**config.mk**
```make
export PLATFORM = sky130hd
export DESIGN_NAME = owk_wake_filter
export DESIGN_NICKNAME = d
export VERILOG_FILES = /design/src/rtl/owk_pkg.sv /design/src/rtl/owk_line_mon.sv /design/src/rtl/owk_slot_io.sv /design/src/rtl/owk_presence.sv /design/src/rtl/owk_rom_fsm.sv /design/src/rtl/owk_wake_filter.sv
export SDC_FILE = /design/constraint.sdc
export NUM_CORES = 1
export LEC_CHECK = 0
export BUFFER_PORTS_ARGS = -buffer_cell sky130_fd_sc_hd__buf_2
export CORE_MARGIN = 1
export CORE_UTILIZATION = 35
export DETAILED_ROUTE_END_ITERATION = 10
export SLEW_MARGIN = 20
export SYNTH_ARGS = -nofsm -noshare
export SYNTH_HDL_FRONTEND = slang
export SYNTH_SLANG_ARGS = --single-unit
```
**constraint.sdc**
```tcl
create_clock -name clk -period 5.15 [get_ports clk]
set_clock_uncertainty 0.1 [all_clocks]
set_input_delay 1.03 -clock clk [delete_from_list [all_inputs] [get_ports clk]]
set_output_delay 1.03 -clock clk [all_outputs]
set_load 0.01 [all_outputs]
```
**src/rtl/owk_pkg.sv**
```systemverilog
package owk_pkg;

    typedef enum logic [2:0] {
        ST_SLEEP,
        ST_PRES,
        ST_CMD,
        ST_MATCH,
        ST_READ,
        ST_SRCH,
        ST_FUNC
    } owk_state_e;

    typedef enum logic [1:0] {
        TRI_BIT,
        TRI_CMP,
        TRI_DIR
    } owk_tri_e;

    typedef struct packed {
        logic fall;       // line went low this cycle
        logic strobe;     // slot sample point reached
        logic level;      // current line level
        logic reset_evt;  // long low just released
    } owk_line_t;

    localparam logic [7:0] ROM_READ     = 8'h33;
    localparam logic [7:0] ROM_MATCH    = 8'h55;
    localparam logic [7:0] ROM_SEARCH   = 8'hF0;
    localparam logic [7:0] ROM_SKIP     = 8'hCC;
    localparam logic [7:0] ROM_OD_SKIP  = 8'h3C;
    localparam logic [7:0] ROM_OD_MATCH = 8'h69;
    localparam logic [7:0] ROM_RESUME   = 8'hA5;

    // Commands that address the device with no further bits.
    function automatic logic addr_now(input logic [7:0] code, input logic resume_ok);
        return (code == ROM_SKIP) || ((code == ROM_RESUME) && resume_ok);
    endfunction

endpackage

```
**src/rtl/owk_line_mon.sv**
```systemverilog
module owk_line_mon
    import owk_pkg::*;
#(
    parameter int RST_MIN  = 480,
    parameter int SAMPLE_T = 25,
    parameter int SLOT_W   = 8
) (
    input  logic              clk,
    input  logic              rst,
    input  logic              tick,
    input  logic              bus_in,
    output owk_line_t         ev,
    output logic [SLOT_W-1:0] slot_cnt
);
    localparam int LOW_W = $clog2(RST_MIN + 1);
    localparam logic [SLOT_W-1:0] SLOT_MAX = '1;

    logic             bus_q;
    logic [LOW_W-1:0] low_cnt;
    logic             fall_w;
    logic             rise_w;

    assign fall_w = bus_q && !bus_in;
    assign rise_w = !bus_q && bus_in;

    always_ff @(posedge clk) begin
        if (rst) begin
            bus_q    <= 1'b1;
            low_cnt  <= '0;
            slot_cnt <= SLOT_MAX;
        end else begin
            bus_q <= bus_in;
            if (fall_w)
                low_cnt <= '0;
            else if (!bus_in && tick && (low_cnt < LOW_W'(RST_MIN)))
                low_cnt <= low_cnt + 1'b1;
            if (fall_w)
                slot_cnt <= '0;
            else if (tick && (slot_cnt != SLOT_MAX))
                slot_cnt <= slot_cnt + 1'b1;
        end
    end

    always_comb begin
        ev.fall      = fall_w;
        ev.level     = bus_in;
        ev.strobe    = tick && (slot_cnt == SLOT_W'(SAMPLE_T - 1));
        ev.reset_evt = rise_w && (low_cnt >= LOW_W'(RST_MIN));
    end

endmodule

```
**src/rtl/owk_slot_io.sv**
```systemverilog
module owk_slot_io #(
    parameter int TX_HOLD = 30,
    parameter int SLOT_W  = 8
) (
    input  logic              clk,
    input  logic              rst,
    input  logic              abort,
    input  logic              fall,
    input  logic              tx_en,
    input  logic              tx_bit,
    input  logic [SLOT_W-1:0] slot_cnt,
    output logic              drive
);
    always_ff @(posedge clk) begin
        if (rst || abort)
            drive <= 1'b0;
        else if (fall)
            drive <= tx_en && !tx_bit;
        else if (drive && (slot_cnt >= SLOT_W'(TX_HOLD)))
            drive <= 1'b0;
    end


    hold_window_chk: assert property (@(posedge clk) disable iff (rst)
        drive |-> (slot_cnt <= SLOT_W'(TX_HOLD)));

endmodule

```
**src/rtl/owk_presence.sv**
```systemverilog
module owk_presence #(
    parameter int PD_WAIT = 30,
    parameter int PD_LEN  = 120
) (
    input  logic clk,
    input  logic rst,
    input  logic tick,
    input  logic start,
    input  logic abort,
    output logic pull,
    output logic done
);
    localparam int CW = $clog2(((PD_WAIT > PD_LEN) ? PD_WAIT : PD_LEN) + 1);

    typedef enum logic [1:0] {PH_IDLE, PH_WAIT, PH_PULL} ph_e;

    ph_e           ph;
    logic [CW-1:0] cnt;

    always_ff @(posedge clk) begin
        done <= 1'b0;
        if (rst || abort) begin
            ph  <= PH_IDLE;
            cnt <= '0;
        end else if (start) begin
            ph  <= PH_WAIT;
            cnt <= '0;
        end else if (tick) begin
            case (ph)
                PH_WAIT: begin
                    if (cnt == CW'(PD_WAIT - 1)) begin
                        ph  <= PH_PULL;
                        cnt <= '0;
                    end else begin
                        cnt <= cnt + 1'b1;
                    end
                end
                PH_PULL: begin
                    if (cnt == CW'(PD_LEN - 1)) begin
                        ph   <= PH_IDLE;
                        cnt  <= '0;
                        done <= 1'b1;
                    end else begin
                        cnt <= cnt + 1'b1;
                    end
                end
                default: cnt <= '0;
            endcase
        end
    end

    assign pull = (ph == PH_PULL);


    pres_quiet_chk: assert property (@(posedge clk) disable iff (rst)
        done |-> !pull);

endmodule

```
**src/rtl/owk_rom_fsm.sv**
```systemverilog
module owk_rom_fsm
    import owk_pkg::*;
#(
    parameter int ID_W = 64
) (
    input  logic            clk,
    input  logic            rst,
    input  logic            stop_mode,
    input  logic [ID_W-1:0] dev_id,
    input  owk_line_t       ev,
    input  logic            pres_done,
    output logic            tx_en,
    output logic            tx_bit,
    output logic            wake_req,
    output logic            fn_seen,
    output logic [7:0]      fn_code
);
    localparam int IDX_W = (ID_W > 8) ? $clog2(ID_W) : 3;
    localparam logic [IDX_W-1:0] LAST_ID  = IDX_W'(ID_W - 1);
    localparam logic [IDX_W-1:0] LAST_BIT = IDX_W'(7);

    owk_state_e       state;
    owk_tri_e         tri_ph;
    logic [IDX_W-1:0] idx;
    logic [7:0]       shreg;
    logic             resume_q;
    logic [7:0]       rx_byte;
    logic             id_bit;

    assign rx_byte = {ev.level, shreg[7:1]};
    assign id_bit  = dev_id[idx];

    always_ff @(posedge clk) begin
        if (rst) begin
            state    <= ST_SLEEP;
            tri_ph   <= TRI_BIT;
            idx      <= '0;
            shreg    <= '0;
            resume_q <= 1'b0;
            wake_req <= 1'b0;
            fn_seen  <= 1'b0;
            fn_code  <= '0;
        end else if (!stop_mode) begin
            state    <= ST_SLEEP;
            wake_req <= 1'b0;
            fn_seen  <= 1'b0;
            fn_code  <= '0;
        end else if (ev.reset_evt) begin
            state <= ST_PRES;
            idx   <= '0;
        end else begin
            case (state)
                ST_PRES: if (pres_done) begin
                    state <= ST_CMD;
                    idx   <= '0;
                end
                ST_CMD: if (ev.strobe) begin
                    shreg <= rx_byte;
                    if (idx == LAST_BIT) begin
                        idx    <= '0;
                        tri_ph <= TRI_BIT;
                        if (rx_byte != ROM_RESUME)
                            resume_q <= 1'b0;
                        if (addr_now(rx_byte, resume_q)) begin
                            wake_req <= 1'b1;
                            state    <= ST_FUNC;
                        end else begin
                            case (rx_byte)
                                ROM_MATCH:  state <= ST_MATCH;
                                ROM_READ:   state <= ST_READ;
                                ROM_SEARCH: state <= ST_SRCH;
                                default:    state <= ST_SLEEP;
                            endcase
                        end
                    end else begin
                        idx <= idx + 1'b1;
                    end
                end
                ST_MATCH: if (ev.strobe) begin
                    if (ev.level != id_bit) begin
                        state <= ST_SLEEP;
                    end else if (idx == LAST_ID) begin
                        wake_req <= 1'b1;
                        resume_q <= 1'b1;
                        idx      <= '0;
                        state    <= ST_FUNC;
                    end else begin
                        idx <= idx + 1'b1;
                    end
                end
                ST_READ: if (ev.strobe) begin
                    if (idx == LAST_ID) begin
                        wake_req <= 1'b1;
                        idx      <= '0;
                        state    <= ST_FUNC;
                    end else begin
                        idx <= idx + 1'b1;
                    end
                end
                ST_SRCH: if (ev.strobe) begin
                    case (tri_ph)
                        TRI_BIT: tri_ph <= TRI_CMP;
                        TRI_CMP: tri_ph <= TRI_DIR;
                        default: begin
                            tri_ph <= TRI_BIT;
                            if (ev.level != id_bit) begin
                                state <= ST_SLEEP;
                            end else if (idx == LAST_ID) begin
                                wake_req <= 1'b1;
                                resume_q <= 1'b1;
                                idx      <= '0;
                                state    <= ST_FUNC;
                            end else begin
                                idx <= idx + 1'b1;
                            end
                        end
                    endcase
                end
                ST_FUNC: if (ev.strobe) begin
                    shreg <= rx_byte;
                    if (idx == LAST_BIT) begin
                        fn_code <= rx_byte;
                        fn_seen <= 1'b1;
                        state   <= ST_SLEEP;
                    end else begin
                        idx <= idx + 1'b1;
                    end
                end
                default: ;
            endcase
        end
    end

    always_comb begin
        tx_en  = 1'b0;
        tx_bit = 1'b1;
        if (state == ST_READ) begin
            tx_en  = 1'b1;
            tx_bit = id_bit;
        end else if (state == ST_SRCH && tri_ph != TRI_DIR) begin
            tx_en  = 1'b1;
            tx_bit = (tri_ph == TRI_BIT) ? id_bit : !id_bit;
        end
    end


    fn_after_wake_chk: assert property (@(posedge clk) disable iff (rst)
        fn_seen |-> wake_req);


    wake_hold_chk: assert property (@(posedge clk) disable iff (rst)
        (wake_req && stop_mode) |=> wake_req);


    wake_source_chk: assert property (@(posedge clk) disable iff (rst)
        $rose(wake_req) |-> ($past(state) inside {ST_CMD, ST_MATCH, ST_READ, ST_SRCH}));

endmodule

```
**src/rtl/owk_wake_filter.sv**
```systemverilog
module owk_wake_filter
    import owk_pkg::*;
#(
    parameter int ID_W     = 64,
    parameter int RST_MIN  = 480,
    parameter int SAMPLE_T = 25,
    parameter int TX_HOLD  = 30,
    parameter int PD_WAIT  = 30,
    parameter int PD_LEN   = 120
) (
    input  logic            clk,
    input  logic            rst,
    input  logic            tick,
    input  logic            bus_in,
    input  logic [ID_W-1:0] dev_id,
    input  logic            stop_mode,
    output logic            bus_pull,
    output logic            wake_req,
    output logic            fn_seen,
    output logic [7:0]      fn_code
);
    localparam int SLOT_W = $clog2(((SAMPLE_T > TX_HOLD) ? SAMPLE_T : TX_HOLD) + 2) + 1;

    owk_line_t         ev;
    logic [SLOT_W-1:0] slot_cnt;
    logic              tx_en;
    logic              tx_bit;
    logic              slot_drive;
    logic              pres_pull;
    logic              pres_done;

    owk_line_mon #(.RST_MIN(RST_MIN), .SAMPLE_T(SAMPLE_T), .SLOT_W(SLOT_W)) u_mon (
        .clk(clk), .rst(rst), .tick(tick), .bus_in(bus_in),
        .ev(ev), .slot_cnt(slot_cnt)
    );

    owk_presence #(.PD_WAIT(PD_WAIT), .PD_LEN(PD_LEN)) u_pres (
        .clk(clk), .rst(rst), .tick(tick),
        .start(ev.reset_evt && stop_mode), .abort(!stop_mode),
        .pull(pres_pull), .done(pres_done)
    );

    owk_slot_io #(.TX_HOLD(TX_HOLD), .SLOT_W(SLOT_W)) u_slot (
        .clk(clk), .rst(rst), .abort(!stop_mode || ev.reset_evt),
        .fall(ev.fall), .tx_en(tx_en), .tx_bit(tx_bit),
        .slot_cnt(slot_cnt), .drive(slot_drive)
    );

    owk_rom_fsm #(.ID_W(ID_W)) u_fsm (
        .clk(clk), .rst(rst), .stop_mode(stop_mode), .dev_id(dev_id),
        .ev(ev), .pres_done(pres_done),
        .tx_en(tx_en), .tx_bit(tx_bit),
        .wake_req(wake_req), .fn_seen(fn_seen), .fn_code(fn_code)
    );

    assign bus_pull = slot_drive || pres_pull;


    awake_quiet_chk: assert property (@(posedge clk) disable iff (rst)
        !stop_mode |=> (!wake_req && !bus_pull && !fn_seen));


    drive_exclusive_chk: assert property (@(posedge clk) disable iff (rst)
        !(pres_pull && slot_drive));

endmodule

```
* Word-level counts from Yosys, hierarchy flattened
Cells that the tools add are included.
Word-level totals: register bits after elaboration 57, logic and storage cells 199, output and inout bits 11
Cells by class: mux-type cells 72, order comparisons 4, reduce and logical (&&, ||, !) cells 50, equality and inequality tests 48, bitwise logic cells 4, $add $sub $neg 4
Operator list (count):
- two-way mux 6 bit | 14
- two-way mux 3 bit | 12
- one-hot mux 6 bit (6 select lines) | 1
- AND reduction 10 bit | 3
- two-way mux 1 bit | 29
- equality test 8 bit (second input constant) | 3
- inequality test 3 bit (second input constant) | 8
- one-hot mux 3 bit (6 select lines) | 1
- AND reduction 9 bit | 2
- inequality test 2 bit (second input constant) | 8
- AND reduction 4 bit | 4
- two-way mux 7 bit | 2
- one-hot mux 7 bit (2 select lines) | 1
- adder 6 x 1 -> 6 bit (second input constant) | 2
- logical AND 1 bit | 12
- inequality test 2 x 1 -> 1 bit (second input constant) | 6
- one-hot mux 2 bit (2 select lines) | 3
- two-way mux 2 bit | 5
- nonzero test 2 bit | 5
- OR reduction 2 bit | 5
- adder 9 x 1 -> 9 bit (second input constant) | 1
- equality test 3 bit (second input constant) | 3
- >= comparator 9 bit (second input constant) | 1
- < comparator 9 bit (second input constant) | 1
- 34 further kinds | 50

* Longest topological paths before layout
Gate-level depths: netlist of run 1.
depth after elaboration 9, depth in mapped cells 9

* By module
A second synthesis of run 1 with hierarchy kept.
Unflattened totals: cell total of the unflattened synthesis 469, area total of the unflattened synthesis 4048.9 sq um
Modules (own cells, without submodules):
- owk_rom_fsm | area each 2437.3 sq um, times used 1, seq. area each 580.6 sq um, cells an instance 279
- owk_line_mon | area each 889.6 sq um, times used 1, seq. area each 320.3 sq um, cells an instance 104
- owk_presence | area each 644.4 sq um, times used 1, seq. area each 200.2 sq um, cells an instance 76
- owk_slot_io | area each 55.1 sq um, times used 1, seq. area each 20.0 sq um, cells an instance 6
- owk_wake_filter | area each 22.5 sq um, times used 1, seq. area each 0.0 sq um, cells an instance 4

* Least setup slack after synthesis of run 1
OpenSTA, ideal clock, no wires.
path type input to register, start point in dev_id[51], end point reg u_fsm.idx[3], path slack 1817 ps, library setup time 117 ps, stages on the path 7, path buffers 0, arrival 3116 ps, cells stage by stage mux4_1 > mux4_2 > mux2i_4 > a32oi_4 > mux2i_4 > or3_1 > a32o_1
Between the ends: longest elaborated chain between the ends 8, elaborated cells on any way between the ends 9
Ends and longest elaborated chain:
- start: declaration | RTL line owk_wake_filter.sv:15 | input logic [ID_W-1:0] dev_id,
- binary-select mux 1 bit (select 6 bit) * | RTL line owk_rom_fsm.sv:31 | assign id_bit = dev_id[idx];
- two-way mux 1 bit (not written as such) * | RTL line owk_rom_fsm.sv:31
- inequality test 1 bit * | RTL line owk_rom_fsm.sv:80, owk_rom_fsm.sv:106
- two-way mux 6 bit *
- two-way mux 6 bit (2 in series)
- one-hot mux 6 bit (6 select lines) *
- two-way mux 6 bit *
- end signal: assignment | RTL line owk_rom_fsm.sv:76 | idx <= idx + 1'b1;
- end signal: assignment | RTL line owk_rom_fsm.sv:88 | idx <= idx + 1'b1;
- end signal: assignment | RTL line owk_rom_fsm.sv:97 | idx <= idx + 1'b1;
- end: declaration | RTL line owk_rom_fsm.sv:24 | logic [IDX_W-1:0] idx;
Every way passes the cells marked *; elsewhere a longest branch is shown, timed or not. The select of a mux whose other input is x is not followed. A chain may end at the register's enable or synchronous reset.

* Worst setup path after layout of run 1
start point reg u_fsm.idx[0], end point reg u_fsm.idx[3]
Between the ends: longest elaborated chain between the ends 8, elaborated cells on any way between the ends 20
Ends and longest elaborated chain:
- binary-select mux 1 bit (select 6 bit) | RTL line owk_rom_fsm.sv:31
- two-way mux 1 bit (not written as such) | RTL line owk_rom_fsm.sv:31
- inequality test 1 bit | RTL line owk_rom_fsm.sv:80, owk_rom_fsm.sv:106
- two-way mux 6 bit | RTL line owk_rom_fsm.sv:106 | if (ev.level != id_bit) begin
- two-way mux 6 bit | RTL line owk_rom_fsm.sv:101 | case (tri_ph)
- two-way mux 6 bit | RTL line owk_rom_fsm.sv:100 | ST_SRCH: if (ev.strobe) begin
- one-hot mux 6 bit (6 select lines) | RTL line owk_rom_fsm.sv:52 | case (state)
- two-way mux 6 bit | RTL line owk_rom_fsm.sv:48 | end else if (ev.reset_evt) begin
Several ways; a longest one is shown, not always the timed one. The select of a mux whose other input is x is not followed.

==> results of run 1 <==
[layout make-up]
class	count	area [um2]
Tap cell	133	166.4
Clock buffer	6	82.58
Timing Repair Buffer	81	410.4
Sequential cell	56	1121
Fill cell	989	5737
Clock inverter	2	13.76
Multi-Input combinational cell	317	2367
Inverter	15	56.30
[report_power, final]
part           internal [mW]  switching [mW]  total [mW]
clock                  0.111           0.154       0.265
combinational         0.0464          0.0393      0.0857
sequential             0.439         0.00886       0.448
total                  0.596           0.202       0.799
[synthesized netlist by cell type (all sizes together), types with 7 or more instances]
| library cell | n | area (um2) |
|---|---|---|
| mux4 | 17 | 405.4 |
| inv | 15 | 56.30 |
| ha | 10 | 125.1 |
| nor2b | 7 | 43.79 |
| xor2 | 7 | 61.31 |
| o21bai | 7 | 52.55 |
| dfxtp | 56 | 1121 |
| buf | 7 | 56.31 |
| nand2 | 29 | 108.9 |
| clkbuf | 15 | 56.30 |
| a211oi | 7 | 52.55 |
| nand3 | 18 | 90.09 |
| mux2i | 19 | 215.2 |
| a21oi | 20 | 100.1 |
| nor3 | 9 | 45.04 |
| o21ai | 22 | 110.1 |
| nor2 | 50 | 187.7 |
[worst min-delay path: cells and delay by family (launching register included)]
kind             cells  cell delay [ns]
flip-flops           1             0.34
AND/OR/NAND/NOR      2             0.11
[metrics by stage]
stage	power, mW	util [%]	hold slack [ns]	worst slack [ns]	std cells
CTS	0.8069	42.37	0.3790	1.683	610
floorplan	0.5072	-	0.3291	1.817	410
detailed placement	0.5441	41.40	0.3548	1.606	602
global placement	0.5420	41.40	0.3448	1.634	602
finish	0.7988	42.37	0.3754	1.700	610
global route	0.8391	42.37	0.4052	1.558	610
[registers in the layout (all words and copies together) (netlist names)]
name	cells
u_mon.slot_cnt	6
u_slot.drive	1
u_fsm.tri_ph	2
u_fsm.fn_code	8
u_pres.ph	2
u_fsm.resume_q	1
u_mon.low_cnt	9
u_fsm.shreg	7
u_fsm.idx	6
u_fsm.state	3
u_mon.bus_q	1
u_fsm.fn_seen	1
u_fsm.wake_req	1
u_pres.cnt	7
u_pres.done	1
[worst min path at each step]
stage | slack (ns) | to | startpoint | depth (start not counted)
3_3_place_gp | 0.34 | u_fsm.fn_seen | u_fsm.fn_seen | 2
2_1_floorplan | 0.33 | u_mon.low_cnt[8] | u_mon.low_cnt[8] | 2
4_1_cts | 0.38 | u_fsm.fn_seen | u_fsm.fn_seen | 2
5_1_grt | 0.41 | u_fsm.fn_seen | u_fsm.fn_seen | 2
3_5_place_dp | 0.35 | u_fsm.fn_seen | u_fsm.fn_seen | 2
6_report | 0.38 | u_fsm.fn_seen | u_fsm.fn_seen | 2
[per-layer routing]
metal / global-route usage (%) / up-vias / wire, um
met5: 0 / - / 0
met4: 5.612 / 0 / 129
met3: 2.569 / 14 / 347
met2: 27.38 / 83 / 4217
met1: 21.09 / 1571 / 4043
li1: - / 1640 / -
[logic make-up after synthesis]
family / after synthesis
adders and majority gates: 10
xor gates and xnor gates: 13
and+or+nand+nor: 163
muxes: 40
buffers and inverters: 37
AOI/OAI and AO/OA: 91
DFF: 56
==> results by group, run 1 <==
Placed design
  – Placed inst area: 4121 um2
  – IO buf count: 79
  – Gpl congestion: 0.8557
  – Post-DP HPWL: 6518 um

Yosys
  – Synth Cell Area: 3657 um2
  – Seq cells post-synth: 56
  – Main combinational cell family by area after synthesis: simple AND/OR/NAND/NOR gates
  – Net count after synthesis: roughly 490
  – Post-Synth Simple-Gate Area: 22.96%
  – EDFF count, synth: 0
  – Post-synth cell types: 68
  – Ys async rst share: 0%
  – Post-synthesis adder-cell area fraction: 3.421%
  – Dominant synthesized flop cell: dfxtp_1
  – Post-Synthesis Cells: just over 400
  – Sequential fraction of the synthesis area: roughly 31%
  – Mean Syn Cell Area: 8.920 um2
  – XOR/XNOR Fraction of Synth Area: 3.113%
  – Yosys warnings: 0
  – Compound-Gate Fraction of Synth Area: 16.93%
  – Mux share of post-synthesis cell area: 18.30%

Routing
  – WL/cell: around 14 um
  – Vias: approximately 3.3k
  – DRT Wirelength: roughly 9000 um
  – Iter 0 DRT Violations: 185
  – Number of vias per cell: around 5.4
  – Detail Route Antenna Nets: 0
  – Initial DRT Pass Iterations: 5
  – Remaining DRCs: 0

Clock network
  – H-tree level count: 2
  – Clock Latency Late Sink: 0.31 ns
  – Clock buffer depth: 2
  – Clock Sinks: 56
  – Num CTS Buffers: 5
  – Clock root cell: clkbuf_8
  – Clock-pin slew on the worst setup and hold paths: 0.11 ns
  – Post CTS Setup Buffer Count: 0
  – Post-CTS sizing: 0
  – Post-CTS Hold Fix Bufs: 0
  – TritonCTS clock tree: done

Setup path
  – R2R cell count: 7
  – WP data arrival: 3.57 ns
  – Crit Path Category: reg -> reg
  – Max stage delay on crit path: 0.90 ns
  – R2r startpoint: u_fsm.idx[0]
  – Crit path depth: 7
  – Slowest-stage cell, CP: dfxtp_1
  – CP Capture Type: flip-flop
  – Most common cell on crit path: mux2i_4
  – Crit Path Max Fanout: 17
  – Critical path launch point type: flip-flop
  – CP top delay family: multiplexers
  – Crit path buffers/inverters: 0
  – Worst reg2reg endpoint: u_fsm.idx[3]
  – R2R setup slack: 1.70 ns
  – Critical path, cell by cell: mux4_1 > mux4_2 > mux2i_4 > a32oi_4 > mux2i_4 > or3_1 > a32o_1
  – Critical Path Start: u_fsm.idx[0]
  – Setup crit end: u_fsm.idx[3]
  – Critical path required time: 5.27 ns

Cells and area
  – Share of cells above drive strength 1: 23.69%
  – Area growth syn-to-layout: 15.33%
  – Commonest cells after routing, fill and taps aside: 79 x buf_2, 56 x dfxtp_1, 50 x nor2_1, 29 x nand2_1, 20 x a21oi_1
  – Net count, final: approximately 560
  – Ant diodes: 0
  – Finished Cell Area: roughly 4200 um2
  – Most common cell after layout, fill and taps aside: buf_2

Timing
  – Worst-margin pin slew: roughly 0.86 ns
  – Final period utilization: ~67%
  – Fin. Hold Viols: 0
  – Max-slew headroom: 42.61%
  – Final setup viols: 0
  – Max Fclk: 289.9 MHz
  – Total Neg Setup Slack: 0 ns
  – Final Slew Violations: 0
  – Fin crit period: roughly 3.4 ns
  – RSZ-0062 raised after global routing: false

Pwr
  – Static Leak: ~1.5 nW
  – Pwr Density: between 150 and 200 nW/um2
  – VDD IR-drop max: 0.09987 mV

Status
  – Run status: completed

GRT
  – Largest net degree at the start of global routing: 24
  – Initial antenna violation count: 0
  – Global-route wire length before repair: roughly 15000 um
  – Overflow after GRT: 0
  – Vias in the first global route: 3150
  – GRT Total Usage: 16.27%

Floorplanning
  – Core Footprint: 9955 um2
  – Die area: 10860 um2
  – Initial core utilization: between 30% and 40%
  – Die W: 104.2 um
  – Die height: 104.2 um
  – FP Rows: 36
  – I/O pins: 80

Run
  – Max cap viols: 0

Hold path
  – Hold Crit Class: reg -> reg
No activity file was read; power rests on OpenSTA's default activity.
==> run 2, diff against run 1 <==
==> constraint.sdc (replaced) <==
create_clock -name clk -period 2.9 [get_ports clk]
set_clock_uncertainty 0.1 [all_clocks]
set_input_delay 0.58 -clock clk [delete_from_list [all_inputs] [get_ports clk]]
set_output_delay 0.58 -clock clk [all_outputs]
set_load 0.01 [all_outputs]
==> run 2 against run 1 <==
  * Critical path depth up 1
  * Worst setup slack lost 1.7 ns
  * Final cell count up 3.8%
  * Largest cell class unchanged
  * Highest routed layer unchanged
==> results by group, run 2 (synthesis results as in run 1) <==
Clock network
  – Clock Sinks: 56 (unchanged)
  – Clock Latency Late Sink: 0.31 ns (about the same)
  – TritonCTS clock tree: done
  – H-tree level count: 2 (unchanged)
  – Clock-pin slew on the worst setup and hold paths: 0.10 ns (about the same)
  – Clock root cell: clkbuf_8
  – Num CTS Buffers: 5 (unchanged)
  – Clock buffer depth: 2 (unchanged)

Timing
  – Fin crit period: 2.853 ns (-0.5974 ns)
  – Final setup viols: 0 (unchanged)
  – Worst-margin pin slew: 0.6420 ns (-0.2177 ns)
  – Final period utilization: 98.36% (+31 points)
  – Max-slew headroom: 57.11% (+15 points)
  – Total Neg Setup Slack: 0 ns (unchanged)
  – RSZ-0062 raised after global routing: true
  – Setup ws final: 0.04748 ns (-1.653 ns)
  – Final Slew Violations: 0 (unchanged)
  – Fin. Hold Viols: 0 (unchanged)
  – Max Fclk: 350.6 MHz (+21%)

Setup path
  – Critical Path Start: u_fsm.idx[0]
  – R2r startpoint: u_fsm.idx[0]
  – R2R cell count: 8 (+1)
  – Worst reg2reg endpoint: u_fsm.idx[3]
  – Setup crit end: u_fsm.idx[3]
  – R2R setup slack: 0.05 ns (-1.65 ns)
  – Crit Path Category: reg -> reg
  – WP data arrival: 2.96 ns (-0.61 ns)
  – Critical path required time: 3.00 ns (-2.27 ns)
  – Critical path launch point type: flip-flop
  – Crit Path Max Fanout: 7 (-10)
  – CP Capture Type: flip-flop

Cells and area
  – Footprint of the multi-input gates: 2374 um2 (+0.26%)
  – Most common cell after layout, fill and taps aside: buf_2
  – Share of cells above drive strength 1: 27.60% (+3.9 points)
  – Register area: 1125 um2 (+0.33%)
  – Net count, final: 580 (+4.5%)
  – Fin cells: 633 (+3.8%)
  – Commonest cells after routing, fill and taps aside: 79 x buf_2, 55 x dfxtp_1, 50 x nor2_1, 29 x nand2_1, 26 x buf_4
  – Biggest register: u_mon.low_cnt
  – Ant diodes: 0 (unchanged)
  – Max reg flops: 9 (unchanged)
  – Largest regs: u_mon.low_cnt x9, u_fsm.fn_code x8
  – Area growth syn-to-layout: 20.90%
  – Filler Cell Count: 983 (-0.61%)
  – Final core utilization: 44.42% (+2.0 points)

Placed design
  – Post-DP HPWL: 7058 um (+8.3%)
  – IO buf count: 79 (unchanged)
  – Gpl congestion: 0.8648 (+1.1%)
  – Placed insts: 624 (+3.7%)
  – Pre-CTS setup slack: -0.1436 ns (-1.750 ns)

Pwr
  – Total power: 1.458 mW (+82%)
  – Pwr Density: 329.6 nW/um2 (+74%)
  – VDD IR-drop max: 0.2351 mV (+140%)
  – Static Leak: 1.668 nW (+8.9%)

GRT
  – Largest net degree at the start of global routing: 23 (-4.2%)
  – Vias in the first global route: 3236 (+2.7%)
  – Initial antenna violation count: 0 (unchanged)
  – GRT Total Usage: 16.86% (+0.59 points)
  – Global-route wire length before repair: 15200 um (+3.4%)
  – Overflow after GRT: 0 (unchanged)

Floorplanning
  – Core Footprint: 9955 um2 (unchanged)
  – FP Rows: 36 (unchanged)
  – Die area: 10860 um2 (unchanged)
  – Die W: 104.2 um (unchanged)
  – I/O pins: 80 (unchanged)
  – Die height: 104.2 um (unchanged)
  – Initial core utilization: 36.74% (unchanged)

Hold path
  – Worst hold stages: 2 (unchanged)
  – Hold Crit Class: reg -> reg

Routing
  – Remaining DRCs: 0 (unchanged)
  – Vias: 3388 (+2.4%)
  – Detail Route Antenna Nets: 0 (unchanged)
  – Iter 0 DRT Violations: 180 (-2.7%)
  – DRT Wirelength: 9248 um (+5.8%)
  – Number of vias per cell: 5.352 (-1.3%)
  – Initial DRT Pass Iterations: 5 (unchanged)
  – WL/cell: 14.61 um (+2.0%)

Status
  – Run status: completed

Run
  – Max cap viols: 0 (unchanged)
[run 2: power by group]
part	total [mW]	switching, mW	internal [mW]	leakage [nW]
clock network	0.503	0.254	0.249	0.0501
registers	0.794	0.0144	0.779	0.454
logic	0.161	0.0729	0.0878	1.16
total	1.46	0.342	1.12	1.67
[run 2: worst min-delay path by stage]
| stage | from | to | slack, ns |
|---|---|---|---|
| after CTS | u_fsm.fn_seen | u_fsm.fn_seen | 0.38 |
| after floorplan | u_mon.low_cnt[8] | u_mon.low_cnt[8] | 0.33 |
| final | u_fsm.fn_seen | u_fsm.fn_seen | 0.37 |
| after detailed placement | u_fsm.fn_seen | u_fsm.fn_seen | 0.36 |
| after global routing | u_fsm.fn_seen | u_fsm.fn_seen | 0.41 |
| after global placement | u_fsm.fn_seen | u_fsm.fn_seen | 0.34 |
[run 2: cell type report]
class,count,area share (%)
repair buffers,106,13.61
multi-input cells,317,53.68
well taps,133,3.763
clock buffers,5,1.556
flip-flops and latches,56,25.44
inverters,15,1.273
clock inverters,1,0.6791
[run 2: what timing repair did]
action                                  CTS  global route
buffers inserted                          0             3
gates cloned                              0             0
gates resized for setup                   1             4
pin swaps                                 0             2
hold buffers                              0             0
endpoints found under the setup margin    2             4
[run 2: metrics by stage]
| step | instance area, um2 | hold slack, ns |
|---|---|---|
| floorplan | 3659 | 0.3291 |
| CTS | 4389 | 0.3797 |
| detailed placement | 4288 | 0.3555 |
| global route | 4422 | 0.4132 |
| finish | 4422 | 0.3703 |
| global placement | 4288 | 0.3438 |
[run 2: critical path, cell delays in order, from the launching register on]
cell,delay (ns)
dfxtp_4,0.36
buf_4,0.13
mux4_1,0.55
mux4_2,0.50
mux2i_4,0.20
a32oi_4,0.09
mux2i_4,0.24
or3_1,0.32
a32o_1,0.26
[run 2: routing by layer]
layer	GRT usage [%]	vias to the layer above	wire length (um)
met3	2.193	12	353
met2	28.29	79	4488
met4	5.816	0	147
met1	22.20	1607	4258
met5	0	-	0
li1	-	1690	-
==> run 3, diff against run 2 <==
--- a/config.mk
+++ b/config.mk
@@ -9,6 +9,7 @@
 export CORE_MARGIN = 1
 export CORE_UTILIZATION = 35
 export DETAILED_ROUTE_END_ITERATION = 10
+export PLACE_DENSITY = 0.69
 export SLEW_MARGIN = 20
 export SYNTH_ARGS = -nofsm -noshare
 export SYNTH_HDL_FRONTEND = slang
==> run 3 against run 2 <==
  * Non-clock buffer count shrank 4
  * Flip-flop and latch count unchanged
  * Combinational power grew 2%
  * Sequential power hardly changed
  * Clock-buffer cell count up 1
  * Largest power group unchanged
  * Hold slack better by 0.0012 ns
  * Global-route usage fell by 0.056 points
  * Critical path type unchanged
==> results by group, run 3 (synthesis results as in run 1) <==
Routing
  – Number of vias per cell: 5.390 (+0.70%)
  – Initial DRT Pass Iterations: 4 (-1)
  – Vias: 3401 (+0.38%)
  – Iter 0 DRT Violations: 205 (+14%)
  – Detail Route Antenna Nets: 0 (unchanged)
  – Remaining DRCs: 0 (unchanged)
  – WL/cell: 14.29 um (-2.2%)
  – DRT Wirelength: 9017 um (-2.5%)

Setup path
  – Crit Path Max Fanout: 7 (unchanged)
  – Critical path launch point type: flip-flop
  – Crit path buffers/inverters: 1 (unchanged)
  – CP Capture Type: flip-flop
  – Crit path depth: 8 (unchanged)
  – Worst reg2reg endpoint: u_fsm.idx[3]
  – CP top delay family: multiplexers
  – R2r startpoint: u_fsm.idx[0]
  – R2R setup slack: 0.07 ns (+0.02 ns)
  – Slowest-stage cell, CP: mux4_2
  – Max stage delay on crit path: 0.52 ns (-0.03 ns)
  – Critical path, cell by cell: buf_6 > mux4_2 > mux4_2 > mux2i_4 > a32oi_4 > mux2i_4 > or3_4 > a32o_1
  – Critical Path Start: u_fsm.idx[0]
  – Crit Path Category: reg -> reg
  – WP data arrival: 2.94 ns (-0.02 ns)
  – R2R cell count: 8 (unchanged)
  – Critical path required time: 3.01 ns (about the same)
  – Setup crit end: u_fsm.idx[3]

Placed design
  – Pre-CTS setup slack: -0.2371 ns (-0.09345 ns)
  – Gpl congestion: 0.8868 (+2.5%)
  – Post-DP HPWL: 6705 um (-5.0%)
  – Placed insts: 619 (-0.80%)
  – IO buf count: 79 (unchanged)

Cells and area
  – Net count, final: 576 (-0.69%)
  – Biggest register: u_mon.low_cnt
  – Filler Cell Count: 972 (-1.1%)
  – Share of cells above drive strength 1: 29.12% (+1.5 points)
  – Max reg flops: 9 (unchanged)
  – Most common cell after layout, fill and taps aside: buf_2
  – Ant diodes: 0 (unchanged)
  – Area growth syn-to-layout: 20.63%
  – Fin cells: 631 (-0.32%)
  – Footprint of the multi-input gates: 2376 um2 (+0.11%)
  – Register area: 1127 um2 (+0.22%)
  – Largest regs: u_mon.low_cnt x9, u_fsm.fn_code x8
  – Commonest cells after routing, fill and taps aside: 79 x buf_2, 53 x dfxtp_1, 50 x nor2_1, 29 x nand2_1

Status
  – Run status: completed

Timing
  – Max Fclk: 353.2 MHz (+0.76%)
  – Max-slew headroom: 53.04% (-4.1 points)
  – Final Slew Violations: 0 (unchanged)
  – Final period utilization: 97.62% (-0.74 points)
  – Worst-margin pin slew: 0.6997 ns (+0.05766 ns)
  – RSZ-0062 raised after global routing: true
  – Fin. Hold Viols: 0 (unchanged)
  – Final setup viols: 0 (unchanged)
  – Fin crit period: 2.831 ns (-0.02154 ns)
  – Setup ws final: 0.06902 ns (+0.02154 ns)

Clock network
  – Clock root cell: clkbuf_8
  – Clock buffer depth: 2 (unchanged)
  – Clock-pin slew on the worst setup and hold paths: 0.10 ns (about the same)
  – TritonCTS clock tree: done
  – H-tree level count: 2 (unchanged)
  – Clock Sinks: 56 (unchanged)
  – Clock Latency Late Sink: 0.31 ns (about the same)
  – Num CTS Buffers: 5 (unchanged)

GRT
  – Vias in the first global route: 3227 (-0.28%)
  – Overflow after GRT: 0 (unchanged)
  – Largest net degree at the start of global routing: 23 (unchanged)
  – Global-route wire length before repair: 15190 um (about the same)
  – Initial antenna violation count: 0 (unchanged)
  – GRT Total Usage: 16.80% (-0.056 points)

Pwr
  – Pwr Density: 320.4 nW/um2 (-2.8%)
  – Static Leak: 1.628 nW (-2.4%)
  – VDD IR-drop max: 0.1917 mV (-18%)

Hold path
  – Hold Crit Start: u_mon.low_cnt[8]
  – Hold Crit Class: reg -> reg
  – Worst hold stages: 2 (unchanged)

Floorplanning
  – Initial core utilization: 36.74% (unchanged)
  – Core Footprint: 9955 um2 (unchanged)
  – I/O pins: 80 (unchanged)
  – Die area: 10860 um2 (unchanged)
  – FP Rows: 36 (unchanged)
  – Die height: 104.2 um (unchanged)
  – Die W: 104.2 um (unchanged)

Run
  – Max cap viols: 0 (unchanged)
[run 3: changes by cell type in the layout (fill, tap and decap cells not counted), moves of 2 or more]
cell,before,now
buf_4,26,20
mux4_1,6,1
mux4_2,11,16
clkinvlp_4,0,2
dfxtp_1,55,53
dfxtp_2,0,2
[run 3: cell type report]
type	count	share of cell area [%]
flip-flops and latches	56	25.55
inverters	15	1.276
multi-input cells	317	53.86
well taps	133	3.772
clock inverters	2	0.3403
repair buffers	102	13.33
clock buffers	6	1.872
[run 3: worst min-delay path by stage]
stage and endpoint:
3_3_place_gp u_fsm.fn_seen, 5_1_grt u_mon.low_cnt[8], 2_1_floorplan u_mon.low_cnt[8], 3_5_place_dp u_mon.low_cnt[8], 4_1_cts u_mon.low_cnt[8], 6_report u_mon.low_cnt[8]
[run 3: timing repair]
action / in CTS / in global routing
pin swaps: 1 / 4
gates resized for setup: 5 / 12
hold buffers: 0 / 0
setup buffers: 2 / 2
hold endpoints to repair: 0 / 0
endpoints found under the setup margin: 4 / 7
[run 3: through the flow]
| stage | hold slack (ns) | total power [mW] | cell area, um2 | TNS [ns] | utilization (%) |
|---|---|---|---|---|---|
| after detailed placement | 0.3582 | 0.9747 | 4250 | -1.011 | 42.70 |
| after CTS | 0.3826 | 1.430 | 4390 | 0 | 44.11 |
| after global placement | 0.3452 | 0.9672 | 4250 | -0.6091 | 42.70 |
| after floorplan | 0.3291 | 0.9006 | 3659 | 0 | - |
| after global routing | 0.4108 | 1.485 | 4412 | -0.01923 | 44.32 |
| final | 0.3715 | 1.414 | 4412 | 0 | 44.32 |
[run 3: per-layer routing]
layer	track usage (%)	part of all wire, %
met1	20.81	44
met2	29.10	48
met3	3.008	5.8
met4	6.020	2.1
met5	0	0
[run 3: worst reg2reg max path, delay by kind of cell (launching register included)]
family,cells,cell delay [ns]
DFF,1,0.39
buffers and inverters,1,0.13
and+or+nand+nor,1,0.34
AOI/OAI and AO/OA,2,0.31
muxes,4,1.47
[run 3: where the power goes]
group          switching [mW]  internal (mW)  leakage [nW]  total [mW]
Sequential             0.0144          0.779         0.455       0.794
Clock                   0.261          0.194        0.0434       0.455
Combinational          0.0756         0.0894          1.13       0.165
